**src/rtl/t1za_pkg.sv**
```systemverilog
package t1za_pkg;

   // One qualified line bit: valid marks a taken bit, one is its decoded value
   typedef struct packed {
      logic valid;
      logic one;
   } line_bit_t;

endpackage

```
**src/rtl/t1za_run_tracker.sv**
```systemverilog
module t1za_run_tracker
   import t1za_pkg::*;
#(
   parameter int SHORT_RUN = 8,
   parameter int LONG_RUN  = 16,
   parameter int LOSS_RUN  = 192,
   parameter int RUN_W     = $clog2(LOSS_RUN + 1)
) (
   input  logic             clk,
   input  logic             rst,
   input  line_bit_t        lb,
   output logic [RUN_W-1:0] run_cnt,
   output logic             z_short,
   output logic             z_long
);

   localparam int NLIM = 2;
   localparam logic [RUN_W-1:0] RUN_SAT = RUN_W'(LOSS_RUN);

   logic [NLIM-1:0] run_flags;

   always_ff @(posedge clk) begin
      if (rst) begin
         run_cnt <= '0;
      end else if (lb.valid) begin
         if (lb.one)
            run_cnt <= '0;
         else if (run_cnt != RUN_SAT)
            run_cnt <= run_cnt + 1'b1;
      end
   end

   // One comparator per run threshold
   generate
      for (genvar i = 0; i < NLIM; i++) begin : g_lim
         localparam int LIM = (i == 0) ? SHORT_RUN : LONG_RUN;
         assign run_flags[i] = (run_cnt >= RUN_W'(LIM));
      end
   endgenerate

   assign z_short = run_flags[0];
   assign z_long  = run_flags[1];

   p_sat_r11: assert property (@(posedge clk) disable iff (rst)
      run_cnt <= RUN_SAT);
   p_idle_hold_r9: assert property (@(posedge clk) disable iff (rst)
      !lb.valid |=> $stable(run_cnt));
   p_nest_r3: assert property (@(posedge clk) disable iff (rst)
      z_long |-> z_short);
   p_one_clears_r4: assert property (@(posedge clk) disable iff (rst)
      (lb.valid && lb.one) |=> (!z_short && !z_long));

endmodule

```
**src/rtl/t1za_carrier_loss.sv**
```systemverilog
module t1za_carrier_loss
   import t1za_pkg::*;
#(
   parameter int LOSS_RUN   = 192,
   parameter int RECOV_SPAN = 112,
   parameter int RECOV_ONES = 14,
   parameter int RUN_W      = $clog2(LOSS_RUN + 1)
) (
   input  logic             clk,
   input  logic             rst,
   input  line_bit_t        lb,
   input  logic [RUN_W-1:0] run_cnt,
   output logic             loss
);

   localparam int SPAN_W = $clog2(RECOV_SPAN + 1);
   localparam int ONES_W = $clog2(RECOV_ONES + 1);
   localparam logic [RUN_W-1:0]  RUN_LAST  = RUN_W'(LOSS_RUN - 1);
   localparam logic [SPAN_W-1:0] SPAN_LAST = SPAN_W'(RECOV_SPAN - 1);
   localparam logic [ONES_W-1:0] ONES_LAST = ONES_W'(RECOV_ONES - 1);

   logic              win_on;
   logic [SPAN_W-1:0] span_cnt;
   logic [ONES_W-1:0] ones_cnt;

   always_ff @(posedge clk) begin
      if (rst) begin
         loss     <= 1'b0;
         win_on   <= 1'b0;
         span_cnt <= '0;
         ones_cnt <= '0;
      end else if (lb.valid) begin
         if (!loss) begin
            if (!lb.one && run_cnt == RUN_LAST)
               loss <= 1'b1;
            win_on   <= 1'b0;
            span_cnt <= '0;
            ones_cnt <= '0;
         end else if (!win_on) begin
            // first one after the loss opens the first span
            if (lb.one) begin
               win_on   <= 1'b1;
               span_cnt <= SPAN_W'(1);
               ones_cnt <= ONES_W'(1);
            end
         end else if (lb.one && ones_cnt == ONES_LAST) begin
            loss   <= 1'b0;
            win_on <= 1'b0;
         end else if (span_cnt == SPAN_LAST) begin
            span_cnt <= '0;
            ones_cnt <= '0;
         end else begin
            span_cnt <= span_cnt + 1'b1;
            ones_cnt <= ones_cnt + ONES_W'(lb.one);
         end
      end
   end

   p_loss_set_r5: assert property (@(posedge clk) disable iff (rst)
      (lb.valid && !lb.one && run_cnt == RUN_LAST) |=> loss);
   p_loss_clear_r6: assert property (@(posedge clk) disable iff (rst)
      $fell(loss) |-> ($past(ones_cnt) == ONES_LAST && $past(lb.one) && $past(win_on)));
   p_span_bound_r6: assert property (@(posedge clk) disable iff (rst)
      span_cnt < SPAN_W'(RECOV_SPAN));

endmodule

```
**src/rtl/t1za_blue_window.sv**
```systemverilog
module t1za_blue_window
   import t1za_pkg::*;
#(
   parameter int BLUE_WIN       = 4632,
   parameter int BLUE_MAX_ZEROS = 5
) (
   input  logic      clk,
   input  logic      rst,
   input  line_bit_t lb,
   output logic      blue
);

   localparam int POS_W = $clog2(BLUE_WIN);
   localparam int ZC_W  = $clog2(BLUE_MAX_ZEROS + 2);
   localparam logic [POS_W-1:0] POS_LAST = POS_W'(BLUE_WIN - 1);
   localparam logic [ZC_W-1:0]  ZC_SAT   = ZC_W'(BLUE_MAX_ZEROS + 1);
   localparam logic [ZC_W-1:0]  ZC_MAX   = ZC_W'(BLUE_MAX_ZEROS);

   logic [POS_W-1:0] pos;
   logic [ZC_W-1:0]  zc;
   logic [ZC_W-1:0]  zc_next;
   logic             at_end;

   always_comb begin
      zc_next = zc;
      if (!lb.one && zc != ZC_SAT)
         zc_next = zc + 1'b1;
   end

   assign at_end = (pos == POS_LAST);

   always_ff @(posedge clk) begin
      if (rst) begin
         pos  <= '0;
         zc   <= '0;
         blue <= 1'b0;
      end else if (lb.valid) begin
         if (at_end) begin
            blue <= (zc_next <= ZC_MAX);
            pos  <= '0;
            zc   <= '0;
         end else begin
            pos <= pos + 1'b1;
            zc  <= zc_next;
         end
      end
   end

   p_blue_hold_r8: assert property (@(posedge clk) disable iff (rst)
      !(lb.valid && at_end) |=> $stable(blue));
   p_zc_bound_r7: assert property (@(posedge clk) disable iff (rst)
      zc <= ZC_SAT);

endmodule

```
**src/rtl/t1_zero_alarm_mon.sv**
```systemverilog
module t1_zero_alarm_mon
   import t1za_pkg::*;
#(
   parameter int SHORT_RUN      = 8,
   parameter int LONG_RUN       = 16,
   parameter int LOSS_RUN       = 192,
   parameter int RECOV_SPAN     = 112,
   parameter int RECOV_ONES     = 14,
   parameter int BLUE_WIN       = 4632,
   parameter int BLUE_MAX_ZEROS = 5
) (
   input  logic clk,
   input  logic rst,
   input  logic bit_en,
   input  logic rail_pos,
   input  logic rail_neg,
   output logic zero8_alarm,
   output logic zero16_alarm,
   output logic carrier_loss_alarm,
   output logic blue_alarm
);

   localparam int RUN_W = $clog2(LOSS_RUN + 1);

   initial begin
      a_short_lt_long: assert (SHORT_RUN >= 1 && SHORT_RUN < LONG_RUN)
         else $error("short run limit must be positive and below long run limit");
      a_long_le_loss: assert (LONG_RUN <= LOSS_RUN)
         else $error("long run limit must not exceed carrier loss run");
      a_ones_fit_span: assert (RECOV_ONES >= 2 && RECOV_ONES <= RECOV_SPAN)
         else $error("recovery ones count must lie in 2..span");
      a_blue_win: assert (BLUE_WIN > BLUE_MAX_ZEROS + 1)
         else $error("blue window must exceed its zero limit");
   end

   line_bit_t        lb;
   logic [RUN_W-1:0] run_cnt;

   assign lb.valid = bit_en;
   assign lb.one   = rail_pos | rail_neg;

   t1za_run_tracker #(
      .SHORT_RUN (SHORT_RUN),
      .LONG_RUN  (LONG_RUN),
      .LOSS_RUN  (LOSS_RUN),
      .RUN_W     (RUN_W)
   ) u_run (
      .clk     (clk),
      .rst     (rst),
      .lb      (lb),
      .run_cnt (run_cnt),
      .z_short (zero8_alarm),
      .z_long  (zero16_alarm)
   );

   t1za_carrier_loss #(
      .LOSS_RUN   (LOSS_RUN),
      .RECOV_SPAN (RECOV_SPAN),
      .RECOV_ONES (RECOV_ONES),
      .RUN_W      (RUN_W)
   ) u_loss (
      .clk     (clk),
      .rst     (rst),
      .lb      (lb),
      .run_cnt (run_cnt),
      .loss    (carrier_loss_alarm)
   );

   t1za_blue_window #(
      .BLUE_WIN       (BLUE_WIN),
      .BLUE_MAX_ZEROS (BLUE_MAX_ZEROS)
   ) u_blue (
      .clk  (clk),
      .rst  (rst),
      .lb   (lb),
      .blue (blue_alarm)
   );

   p_rail_one_r1: assert property (@(posedge clk) disable iff (rst)
      (bit_en && (rail_pos || rail_neg)) |=> !zero8_alarm);
   p_reset_clear_r10: assert property (@(posedge clk)
      rst |=> (!zero8_alarm && !zero16_alarm && !carrier_loss_alarm && !blue_alarm));

endmodule

```
**config.mk**
```make
export PLATFORM = sky130hd
export DESIGN_NAME = t1_zero_alarm_mon
export DESIGN_NICKNAME = d
export VERILOG_FILES = /design/src/rtl/t1za_pkg.sv /design/src/rtl/t1za_run_tracker.sv /design/src/rtl/t1za_carrier_loss.sv /design/src/rtl/t1za_blue_window.sv /design/src/rtl/t1_zero_alarm_mon.sv
export SDC_FILE = /design/constraint.sdc
export NUM_CORES = 1
export LEC_CHECK = 0
export CAP_MARGIN = 0
export CORE_AREA = 2 2 67 69
export CTS_BUF_LIST = sky130_fd_sc_hd__clkbuf_8
export CTS_CLUSTER_DIAMETER = 60
export DETAILED_ROUTE_END_ITERATION = 8
export DIE_AREA = 0 0 69 71
export PLACE_DENSITY = 0.66
export SETUP_SLACK_MARGIN = 0.1
export SLEW_MARGIN = 20
export SYNTH_ARGS = -nofsm -noshare
export SYNTH_HDL_FRONTEND = slang
export SYNTH_SLANG_ARGS = --single-unit
```
**constraint.sdc**
```tcl
create_clock -name clk -period 3.2 [get_ports clk]
set_clock_uncertainty 0.05 [all_clocks]
set_input_delay 0.96 -clock clk [delete_from_list [all_inputs] [get_ports clk]]
set_output_delay 0.96 -clock clk [all_outputs]
set_load 0.01 [all_outputs]
```
# --- Word level (Yosys, flattened, before mapping) ---
# Cells that the tools add are included.
classes:
  mux: 22
  order_cmp: 3
  eq_ne: 8
  reduce_logical: 8
  bitwise: 1
  addsub: 5
op_table:
  columns: ["cell", "count"]
  rows:
  - ["$mux W7", 5]
  - ["$mux W4", 5]
  - ["$mux W8", 2]
  - ["$add A13 B1 Y13 const B", 1]
  - ["$eq A13 B13 Y1 const B", 1]
  - ["$mux W13", 1]
  - ["$add A8 B1 Y8 const B", 1]
  - ["$eq A8 B8 Y1 const B", 1]
  - ["$ge A8 B4 Y1 const B", 1]
  - ["$ge A8 B5 Y1 const B", 1]
  - ["$ne A8 B8 Y1 const B", 1]
  - ["$add A7 B1 Y7 const B", 1]
  - ["$eq A7 B7 Y1 const B", 1]
  - ["$mux W1", 7]
  - ["$mux W3", 2]
  - ["$ne A3 B3 Y1 const B", 2]
  - ["$add A4 B1 Y4", 1]
  - ["$eq A4 B4 Y1 const B", 1]
  - ["$reduce_and A2 Y1", 2]
  - ["$add A3 B1 Y3 const B", 1]
  - ["$le A3 B3 Y1 const B", 1]
  - ["$logic_and A1 B1 Y1", 3]
  - ["$ne A3 B2 Y1 const B", 1]
  - ["$reduce_and A3 Y1", 1]
  - ["other kinds (3)", 3]
totals:
  in_bits: 5
  ff_bits: 38
  output_inout_bits: 4

# --- Longest topological paths before layout ---
depth:
  ltp_word: 6
  mapped_depth: 7
  mapped_depth_nobuf: 7

# --- Modules after synthesis ---
# A second synthesis with hierarchy kept.
hier_totals:
  cells_unflattened: 245
  area_unflattened_um2: 2155.8
modules_own_cells:
  columns: ["module", "cells_per_inst", "area_each_um2", "instances"]
  rows:
  - ["t1za_blue_window", 94, 863.3, 1]
  - ["t1za_carrier_loss", 94, 812.0, 1]
  - ["t1za_run_tracker", 56, 474.2, 1]
  - ["t1_zero_alarm_mon", 1, 6.3, 1]

# --- Worst setup path before layout ---
# Ideal clock, no wire load.
synth_path:
  path_kind: "reg-to-output"
  startpoint: "reg u_run.run_cnt[4]"
  endpoint: "out zero8_alarm"
  n_path_buf: 0
  arrival_ps: 1238
  setup_slack_ps: 952
  path_stages_with_launch: 3
  path_cell_list: "dfxtp_1 -> or4_1 -> or2_2"
synth_via:
  elab_chain_cells: 1
synth_lines:
  columns: ["element", "line_no", "rtl"]
  rows:
  - ["from (decl)", "t1za_run_tracker.sv:12", "output logic [RUN_W-1:0] run_cnt,"]
  - ["from (signal assigned)", "t1za_run_tracker.sv:29", "run_cnt <= run_cnt + 1'b1;"]
  - ["$ge A8 B4 Y1", "t1za_run_tracker.sv:37", "assign run_flags[i] = (run_cnt >= RUN_W'(LIM));"]
  - ["to (decl)", "t1_zero_alarm_mon.sv:17", "output logic zero8_alarm,"]
# No other way between the ends.

# --- Worst setup path after layout ---
# Same ends and word-level chain as after synthesis.

==> results.yml <==
outcome:
  status: "finished clean"
drt:
  detail_route.wl_per_cell_um: 13.9
  wl_um: 4090
  vias_per_cell: 5.76
  drt_iter0_markers: 64
  first_pass_iters: 4
  drcViolationCount: 0
  drtAntennaViolNets: 0
  num_vias: 1689
clock_tree:
  max-clock-path-buffers: 2
  clock_tree_root_driver_cell: "clkbuf_8"
  cts.htree.levels: 2
  cts_sinks: 38
  cts_repair_resize_count: 0
  tritoncts: "yes"
  clock_insertion_delay_worst_skew_ns: 0.30
  numCtsBuffers: 5
  clkTransAtPathRegs_ns: 0.08
  cts_hold_repair.buffers: 0
  cts_post_setup_buffers_inserted: 0
cells_and_area:
  mostFrequentLayoutCells: "dfxtp_1 (38), nor2_1 (22), nand3_1 (19)"
  drive_gt1_share_pct: 9.54
  layout.cells.most_common: "dfxtp_1"
  synthesis_to_finish_area_growth_pct: 14.7
  nNetsFinal: 253
  number_of_diodes: 0
  fillCellCount: 424
worst_setup_path:
  timing.critical_path.required_ns: 2.19
  reg2reg_setup_slack_ns: 1.32
  cp_max_fo: 4
  timing.setup.critical_path_class: "reg -> out"
  timing.reg2reg.worst_path_depth: 7
  worstSetupStartpoint: "u_run.run_cnt[4]$_SDFFE_PP0P_"
  cp.arrival_ns: 1.95
  timing.critical_path.to: "zero8_alarm"
  endpoint_kind: "output pin"
  worst_setup_path_start_kind: "register"
  crit-reg2reg-launch: "u_blue.zc[0]$_SDFFE_PP0P_"
  rr_endpoint: "u_blue.zc[2]$_SDFFE_PP0P_"
floorplanning:
  die_w_um: 69
  die_area_um2: 4900
  initial_utilization_pct: 47.9
  top_level_ports: 9
  placementRows: 24
  coreArea_um2: 4200
  chip_height_um: 71
logic_synthesis:
  synth.top_cells.by_area: "dfxtp_1 (38%), ha_1 (5.0%), nand3_1 (4.7%), xor2_1 (4.4%), nor2_1 (4.1%)"
  synth_edf_count: 0
  ys.warnings.count: 0
  yosys_register_bits: 38
  postSynthNetCount: 240
  netlist_instances: 227
  yosys_most_used_dff: "dfxtp_1"
  synthesis.area_per_instance_um2: 8.86
  post_synth_instance_area_um2: 2010
  post-synth-top-area-cell: "dfxtp_1"
  netlist.area_leader.share_pct: 37.8
  synth-seq-area-share_pct: 37.8
  synthDistinctLibCells: 52
  ys_async_sr_fraction_pct: 0
grt:
  grt_max_degree: 19
  grt_first_pass_wirelength_um: 7220
  number_of_global_route_vias_before_repair: 1615
  grt.total_usage_pct: 18.1
  antenna_found_initial: 0
  grt_remaining_overflow: 0
min_path:
  worstHoldPathType: "reg -> reg"
power_and_ir_drop:
  powerDensity_nw_per_um2: 453
  vdd_drop_max_mv: 0.258
  static-leakage-power_nw: 0.824
placement:
  dp_hpwl_um: 2830
  place.port_buffers: 8
  gp_congestion: 0.785
timing:
  timing.setup.tns_ns: 0
  layout_min_cycle_time_ns: 2.96
  worst_hold_slack_ns: 0.434
  fmaxAchievable_mhz: 337
  maxSlewHeadroom_pct: 55.8
  hold_viol_final: 0
  count_of_endpoints_failing_setup_in_the_final_report: 0
  setup_repair_after_global_routing_missed_its_margin: "no"
  worst_pin_slew_ns: 0.658
  slew_violations: 0
  final.period_utilization_pct: 92.6
run:
  max_cap_viol_count: 0
[cell type report]
class / instances / area, um2 / area share, %
clock buffer: 6 / 82.6 / 3.58
sequential: 38 / 761 / 33.0
inverter: 9 / 33.8 / 1.46
multi-input combinational: 173 / 1190 / 51.5
timing repair buffer: 13 / 118 / 5.10
tap: 52 / 65.1 / 2.82
clock inverter: 2 / 60.1 / 2.60
[logic make-up after synthesis]
kind of cell	Yosys count	synth area share (%)
AND/OR/NAND/NOR	103	29.4
AO/OA/AOI/OAI	43	16.4
flip-flops	38	37.8
XOR/XNOR	18	7.84
buffers and inverters	16	3.17
adder cells (fa/ha/maj)	8	4.98
multiplexers	1	0.498
[through the flow]
stage	std cells	total power, mW	setup slack (ns)	area, um2	utilization, %
floorplan	227	0.526	0.952	2010	-
global placement	285	0.547	0.347	2160	51.5
detailed placement	285	0.547	0.243	2160	51.5
CTS	293	1.06	0.217	2310	54.9
global route	293	1.08	0.160	2310	54.9
finish	293	1.04	0.237	2310	54.9
[Yosys cell counts, types with 3 or more instances]
cell type and instances:
nor2_1 22, nor4b_1 3, buf_2 3, inv_1 9, ha_1 8, nor4_1 5
a21oi_1 9, a31oi_1 3, nand2_1 12, nor3b_1 3, xor2_1 10, a21o_1 4
nand4_1 9, xnor2_1 8, o21ai_0 4, clkbuf_1 3, and3_1 4, nor3_1 5
nand3_1 19, dfxtp_1 38
[power breakdown]
part / internal, mW / leakage [nW] / switching, mW
registers: 0.477 / 0.307 / 0.00506
logic: 0.0213 / 0.446 / 0.0333
clock network: 0.333 / 0.0714 / 0.175
[worst max-delay path, cell delays in order, from the launching register on]
cell and delay (ns):
dfxtp_1 0.37, or4_1 0.53, or2_2 0.28, clkdlybuf4s50_1 0.47
[per-layer routing]
metal	share of wire [%]	GRT usage, %	vias to the layer above
li1	-	-	876
met1	53	24.1	780
met2	42	27.4	27
met3	3.4	4.84	6
met4	1.8	8.71	0
met5	0	0	-
[state kept, by name, summed over array words and instances (netlist names)]
signal           cells
u_loss.loss          1
u_blue.zc            3
u_loss.span_cnt      7
u_blue.pos          13
u_loss.ones_cnt      4
u_blue.blue          1
u_loss.win_on        1
u_run.run_cnt        8
[worst min path at each step]
stage | startpoint | to | slack, ns | cells past startpoint
6_report | u_loss.span_cnt[1]$_SDFFE_PP0P_ | u_loss.span_cnt[1]$_SDFFE_PP0P_ | 0.43 | 2
3_3_place_gp | u_loss.span_cnt[1]$_SDFFE_PP0P_ | u_loss.span_cnt[1]$_SDFFE_PP0P_ | 0.41 | 2
4_1_cts | u_loss.span_cnt[1]$_SDFFE_PP0P_ | u_loss.span_cnt[1]$_SDFFE_PP0P_ | 0.44 | 2
5_1_grt | u_loss.span_cnt[0]$_SDFFE_PP0P_ | u_loss.span_cnt[0]$_SDFFE_PP0P_ | 0.47 | 1
3_5_place_dp | u_loss.span_cnt[1]$_SDFFE_PP0P_ | u_loss.span_cnt[1]$_SDFFE_PP0P_ | 0.43 | 2
2_1_floorplan | u_loss.span_cnt[1]$_SDFFE_PP0P_ | u_loss.span_cnt[1]$_SDFFE_PP0P_ | 0.40 | 2
Power figures use the tool's default switching activity.
